**config.mk**
```make
export PLATFORM = sky130hd
export DESIGN_NAME = mxfer_seq
export DESIGN_NICKNAME = d
export VERILOG_FILES = /design/src/rtl/mxfer_pkg.sv /design/src/rtl/mxfer_ctrl.sv /design/src/rtl/mxfer_dp.sv /design/src/rtl/mxfer_seq.sv
export SDC_FILE = /design/constraint.sdc
export NUM_CORES = 1
export LEC_CHECK = 0
export CAP_MARGIN = 20
export CORE_ASPECT_RATIO = 0.7
export CORE_UTILIZATION = 69
export CTS_BUF_LIST = sky130_fd_sc_hd__clkbuf_8 sky130_fd_sc_hd__clkbuf_16
export DETAILED_ROUTE_END_ITERATION = 8
export DONT_BUFFER_PORTS = 1
export PLACE_DENSITY = 0.88
export SETUP_SLACK_MARGIN = 0.02
export SYNTH_ARGS = -nofsm -noshare
export SYNTH_HDL_FRONTEND = slang
export SYNTH_SLANG_ARGS = --single-unit
```
**constraint.sdc**
```tcl
create_clock -name clk_i -period 6.15 [get_ports clk_i]
set_clock_uncertainty 0.2 [all_clocks]
set_input_delay 1.845 -clock clk_i [delete_from_list [all_inputs] [get_ports clk_i]]
set_output_delay 1.845 -clock clk_i [all_outputs]
set_load 0.02 [all_outputs]
```
**src/rtl/mxfer_pkg.sv**
```systemverilog
package mxfer_pkg;
  typedef enum logic [2:0] {
    ST_IDLE,
    ST_FSRC,
    ST_FDST,
    ST_RD,
    ST_WR
  } xfer_st_e;

  localparam int unsigned DESC_OFS  = 4;  // mode word + count word
  localparam int unsigned ADDR_STEP = 2;  // one 16-bit table entry
endpackage

```
**src/rtl/mxfer_ctrl.sv**
```systemverilog
module mxfer_ctrl
  import mxfer_pkg::*;
#(
  parameter int unsigned RW = 3
) (
  input  logic          clk_i,
  input  logic          rst_ni,
  input  logic          trig_i,
  input  logic [RW-1:0] rep_i,
  input  logic          wide_i,
  input  logic          ack_i,
  output xfer_st_e      state_o,
  output logic          start_o,
  output logic          wide_o,
  output logic          done_o,
  output logic          err_o
);
  xfer_st_e      state_q;
  logic [RW-1:0] rep_q;
  logic [RW-1:0] idx_q;
  logic          wide_q;
  logic          last_move;

  assign start_o   = trig_i && (state_q == ST_IDLE) && (rep_i != '0);
  assign last_move = (idx_q + RW'(1)) == rep_q;

  always_ff @(posedge clk_i or negedge rst_ni) begin
    if (!rst_ni) begin
      state_q <= ST_IDLE;
      rep_q   <= '0;
      idx_q   <= '0;
      wide_q  <= 1'b0;
      done_o  <= 1'b0;
      err_o   <= 1'b0;
    end else begin
      done_o <= 1'b0;
      err_o  <= 1'b0;
      unique case (state_q)
        ST_IDLE: begin
          if (trig_i) begin
            if (rep_i == '0) begin
              err_o <= 1'b1;
            end else begin
              rep_q   <= rep_i;
              wide_q  <= wide_i;
              idx_q   <= '0;
              state_q <= ST_FSRC;
            end
          end
        end
        ST_FSRC: if (ack_i) state_q <= ST_FDST;
        ST_FDST: if (ack_i) state_q <= ST_RD;
        ST_RD:   if (ack_i) state_q <= ST_WR;
        ST_WR: begin
          if (ack_i) begin
            if (last_move) begin
              state_q <= ST_IDLE;
              done_o  <= 1'b1;
            end else begin
              idx_q   <= idx_q + RW'(1);
              state_q <= ST_FSRC;
            end
          end
        end
        default: state_q <= ST_IDLE;
      endcase
    end
  end

  assign state_o = state_q;
  assign wide_o  = wide_q;
endmodule

```
**src/rtl/mxfer_dp.sv**
```systemverilog
module mxfer_dp
  import mxfer_pkg::*;
#(
  parameter int unsigned AW = 16
) (
  input  logic          clk_i,
  input  logic          rst_ni,
  input  xfer_st_e      state_i,
  input  logic          start_i,
  input  logic          wide_i,
  input  logic          ack_i,
  input  logic [AW-1:0] base_i,
  input  logic [AW-1:0] rdata_i,
  output logic [AW-1:0] addr_o,
  output logic [AW-1:0] wdata_o
);
  localparam logic [AW-1:0] OFS  = AW'(DESC_OFS);
  localparam logic [AW-1:0] STEP = AW'(ADDR_STEP);

  logic [AW-1:0] ptr_q, src_q, dst_q, data_q;

  always_ff @(posedge clk_i or negedge rst_ni) begin
    if (!rst_ni) begin
      ptr_q  <= '0;
      src_q  <= '0;
      dst_q  <= '0;
      data_q <= '0;
    end else begin
      if (start_i) ptr_q <= base_i + OFS;
      if (ack_i) begin
        unique case (state_i)
          ST_FSRC: begin
            src_q <= rdata_i;
            ptr_q <= ptr_q + STEP;
          end
          ST_FDST: begin
            dst_q <= rdata_i;
            ptr_q <= ptr_q + STEP;
          end
          ST_RD: data_q <= wide_i ? rdata_i : {{(AW-8){1'b0}}, rdata_i[7:0]};
          default: ;
        endcase
      end
    end
  end

  always_comb begin
    unique case (state_i)
      ST_FSRC, ST_FDST: addr_o = ptr_q;
      ST_RD:            addr_o = src_q;
      ST_WR:            addr_o = dst_q;
      default:          addr_o = '0;
    endcase
  end

  assign wdata_o = data_q;
endmodule

```
**src/rtl/mxfer_seq.sv**
```systemverilog
module mxfer_seq
  import mxfer_pkg::*;
#(
  parameter int unsigned AW = 16,
  parameter int unsigned RW = 3
) (
  input  logic          clk_i,
  input  logic          rst_ni,
  input  logic          trig_i,
  input  logic [AW-1:0] base_addr_i,
  input  logic [RW-1:0] rep_i,
  input  logic          wide_i,
  output logic          mem_req_o,
  output logic          mem_we_o,
  output logic          mem_wide_o,
  output logic [AW-1:0] mem_addr_o,
  output logic [AW-1:0] mem_wdata_o,
  input  logic [AW-1:0] mem_rdata_i,
  input  logic          mem_ack_i,
  output logic          busy_o,
  output logic          irq_inhibit_o,
  output logic          done_o,
  output logic          err_o
);
  xfer_st_e state;
  logic     start, wide_q, ack;

  assign ack = mem_ack_i && mem_req_o;

  mxfer_ctrl #(.RW(RW)) u_ctrl (
    .clk_i   (clk_i),
    .rst_ni  (rst_ni),
    .trig_i  (trig_i),
    .rep_i   (rep_i),
    .wide_i  (wide_i),
    .ack_i   (ack),
    .state_o (state),
    .start_o (start),
    .wide_o  (wide_q),
    .done_o  (done_o),
    .err_o   (err_o)
  );

  mxfer_dp #(.AW(AW)) u_dp (
    .clk_i   (clk_i),
    .rst_ni  (rst_ni),
    .state_i (state),
    .start_i (start),
    .wide_i  (wide_q),
    .ack_i   (ack),
    .base_i  (base_addr_i),
    .rdata_i (mem_rdata_i),
    .addr_o  (mem_addr_o),
    .wdata_o (mem_wdata_o)
  );

  assign mem_req_o     = state != ST_IDLE;
  assign mem_we_o      = state == ST_WR;
  assign mem_wide_o    = (state == ST_FSRC || state == ST_FDST) ? 1'b1 : wide_q;
  assign busy_o        = state != ST_IDLE;
  assign irq_inhibit_o = state != ST_IDLE;
endmodule

```
==> flow_summary.yaml <==
global_route:
  grt_pass1_vias: 3019
  grt_max_degree: 77
  grt_util_met3_pct: 8.67
  track_usage_pct: 31.6
  grt_overflow_total: 0
  top_usage_layer: "met2"
  grtUsageMet2_pct: 50.4
  antenna_found_initial: 0
  grt_pass1_wl_um: 15000
  grtUsageMet1_pct: 42.3
sta:
  setup_viol_count_final: 0
  min_period_ns: 4.79
  timing.final.max_slew_violations: 0
  rsz0062_at_grt: "false"
  finalHoldViolCount: 0
  maxSlewHeadroom_pct: 28.4
  fmax_mhz: 209
  worst_pin_slew_ns: 1.07
  totalNegativeSetupSlack_ns: 0
  period_share_pct: 77.9
  setup_ws_ns: 1.36
logic_synthesis:
  synth_edf_count: 0
  syn-instance-count: 412
  yosysSeqAreaShare_pct: 45.1
  synth_flop_cell: "dfrtp_1"
  yosys_register_bits: 76
  ys.warnings.count: 0
  synth_area_per_cell_um2: 10.2
  netlist_area_mm2: 0.00422
  synth_top_area_share_pct: 45.1
  yosysTopAreaCell: "dfrtp_1"
  synthTopCellsByArea: "dfrtp_1 (45%), mux2_2 (14%), nand2_1 (5.9%)"
  syn_nets: 455
  ys_types: 57
  synth_async_sr_flop_share_pct: 100
setup_path:
  crit_top_cell: "nand2_1"
  slowest_stage: "dfrtp_1"
  critPathKind: "flip-flop to output port"
  path_buf_inv: 1
  start_kind: "flip-flop"
  path_cells: "nand2_1 -> inv_1 -> nand2_1 -> o21ai_0"
  worstSetupEndpointType: "output port"
  crit_arrival_ns: 2.75
  critPathMaxStageDelay_ns: 0.98
  cp.required_ns: 4.11
  path_max_fanout: 28
  path_delay_family: "flip-flops"
layout:
  final_core_utilization_pct: 75.6
  drive_above_1_share_pct: 21.0
  finalInstanceArea_mm2: 0.00440
  n_antenna_cell: 0
  nets: 443
  synthToLayoutAreaGrowth_pct: 4.21
power:
  leakagePower_uw: 0.00181
  power_density_mw_per_mm2: 558
  power.total_uw: 2450
  ir_drop_v: 0.000342
floorplan:
  die_x_um: 95.5
  pin_count: 79
  core_mm2: 0.00581
  initial_core_util_pct: 72.6
  rows: 23
  design.die.area_mm2: 0.00644
  dieHeight_um: 67.4
route:
  routed_wl_um: 9460
  antenna_left: 0
  vias: 3275
  via_per_inst: 6.82
  routedWlPerCell_um: 19.7
  drtPass1Iterations: 5
  drc: 0
  drt_iter0_markers: 354
min_path:
  hold_class: "flip-flop to flip-flop"
clock_tree:
  clock_latency_ns: 0.35
  cts_tree: "yes"
  htree_num_levels: 3
  cts_resized: 0
  clockBufferDepth: 2
  cts-hold-fix-buffers: 0
  cts_buffers: 9
  cts_setup_buffers: 0
  path_clk_slew_ns: 0.08
  clock-sinks: 76
  cts-root-buf: "clkbuf_8"
place:
  placed_area_mm2: 0.00419
  dp_hpwl_um: 6540
  port-buffer-count: 0
  place_ws_ns: 1.76
  place.gp.congestion: 0.872
run_status:
  status: "complete, no violations"
job:
  cap_violations: 0
[where the power goes]
part | switching (uW) | leakage, uW | internal (uW)
clock network | 188 | 0.0000968 | 186
logic | 594 | 0.000798 | 445
registers | 316 | 0.000918 | 726
[worst register-to-register path: cells and delay by family, from the launching register on]
kind / cells / cell delay [ns]
buffers and inverters: 1 / 0.74
AOI/OAI and AO/OA: 2 / 0.39
DFF: 1 / 0.98
and+or+nand+nor: 2 / 0.49
[through the flow]
stage                     std cells  hold WS (ns)
after floorplan                 412         0.264
after global placement          463         0.283
after detailed placement        463         0.283
after CTS                       479         0.302
after global routing            480         0.330
final                           480         0.300
[area by class of cell]
cell class,instances,area [um2]
Multi-Input combinational cell,305,2160
Sequential cell,76,1900
Tap cell,75,93.8
Fill cell,367,1420
Inverter,5,18.8
Clock buffer,9,124
Timing Repair Buffer,3,26.3
Clock inverter,7,67.6
[state kept, by name (all words and copies together) (netlist names)]
signal,count
u_ctrl.state_o,3
u_ctrl.wide_o,1
u_dp.dst_q,16
u_dp.wdata_o,16
u_ctrl.done_o,1
u_dp.ptr_q,16
u_dp.src_q,16
u_ctrl.idx_q,3
u_ctrl.rep_q,3
u_ctrl.err_o,1
[layer usage]
layer / up-vias / wire, um
met1: 1601 / 4040
met4: 0 / 136
met3: 20 / 773
met5: - / 0
met2: 164 / 4510
li1: 1490 / -
[Yosys cell counts (all sizes together) (5+ instances only)]
cell	instances
dfrtp	76
nand2	66
mux2	53
o21ai	35
a22oi	18
buf	14
nor2	14
clkbuf	12
nand3	12
nor3	11
a21oi	8
nor4	8
nand4	7
xor2	7
and3	6
xnor2	6
inv	5
o22ai	5
or3	5
[path summary, 6_finish.rpt]
path                              startpoint               end  slack (ns)  cells past startpoint
max                        u_ctrl.state_o[2]    mem_addr_o[15]        1.36                      4
min                          u_ctrl.rep_q[1]   u_ctrl.rep_q[1]        0.30                      2
max reg2reg                u_ctrl.state_o[2]   u_ctrl.idx_q[2]        3.22                      5
min reg2reg                  u_ctrl.rep_q[1]   u_ctrl.rep_q[1]        0.30                      2
max in group asynchronous             rst_ni   u_ctrl.rep_q[1]        4.66                      0
min in group asynchronous             rst_ni  u_dp.wdata_o[14]        0.98                      0
[layout by cell type (no fill, tap or decap), types with 3 or more instances in the layout]
cell type,n
a31oi_1,3
and3_1,6
o22ai_1,4
xor2_1,7
nand4_1,7
or3_1,5
nor4_1,7
ha_1,3
nand3_1,12
nor3_1,10
a21oi_1,8
o211a_1,4
o21ai_0,33
mux2_2,53
a22oi_1,18
clkbuf_8,9
nor2_1,12
a221o_1,3
dfrtp_1,76
xnor2_1,5
inv_1,6
nand2_1,66
[kinds of logic (layout without fill, tap and decap cells)]
| family | count (synthesis) | in the layout | synth area share (%) |
|---|---|---|---|
| adder cells (fa/ha/maj) | 3 | 3 | 0.890 |
| AND/OR/NAND/NOR | 142 | 142 | 17.3 |
| buffers and inverters | 31 | 24 | 3.97 |
| multiplexers | 55 | 55 | 14.6 |
| AO/OA/AOI/OAI | 91 | 91 | 14.7 |
| flip-flops | 76 | 76 | 45.1 |
| XOR/XNOR | 14 | 14 | 3.44 |
Note: power is estimated with default switching activity, not from simulation.
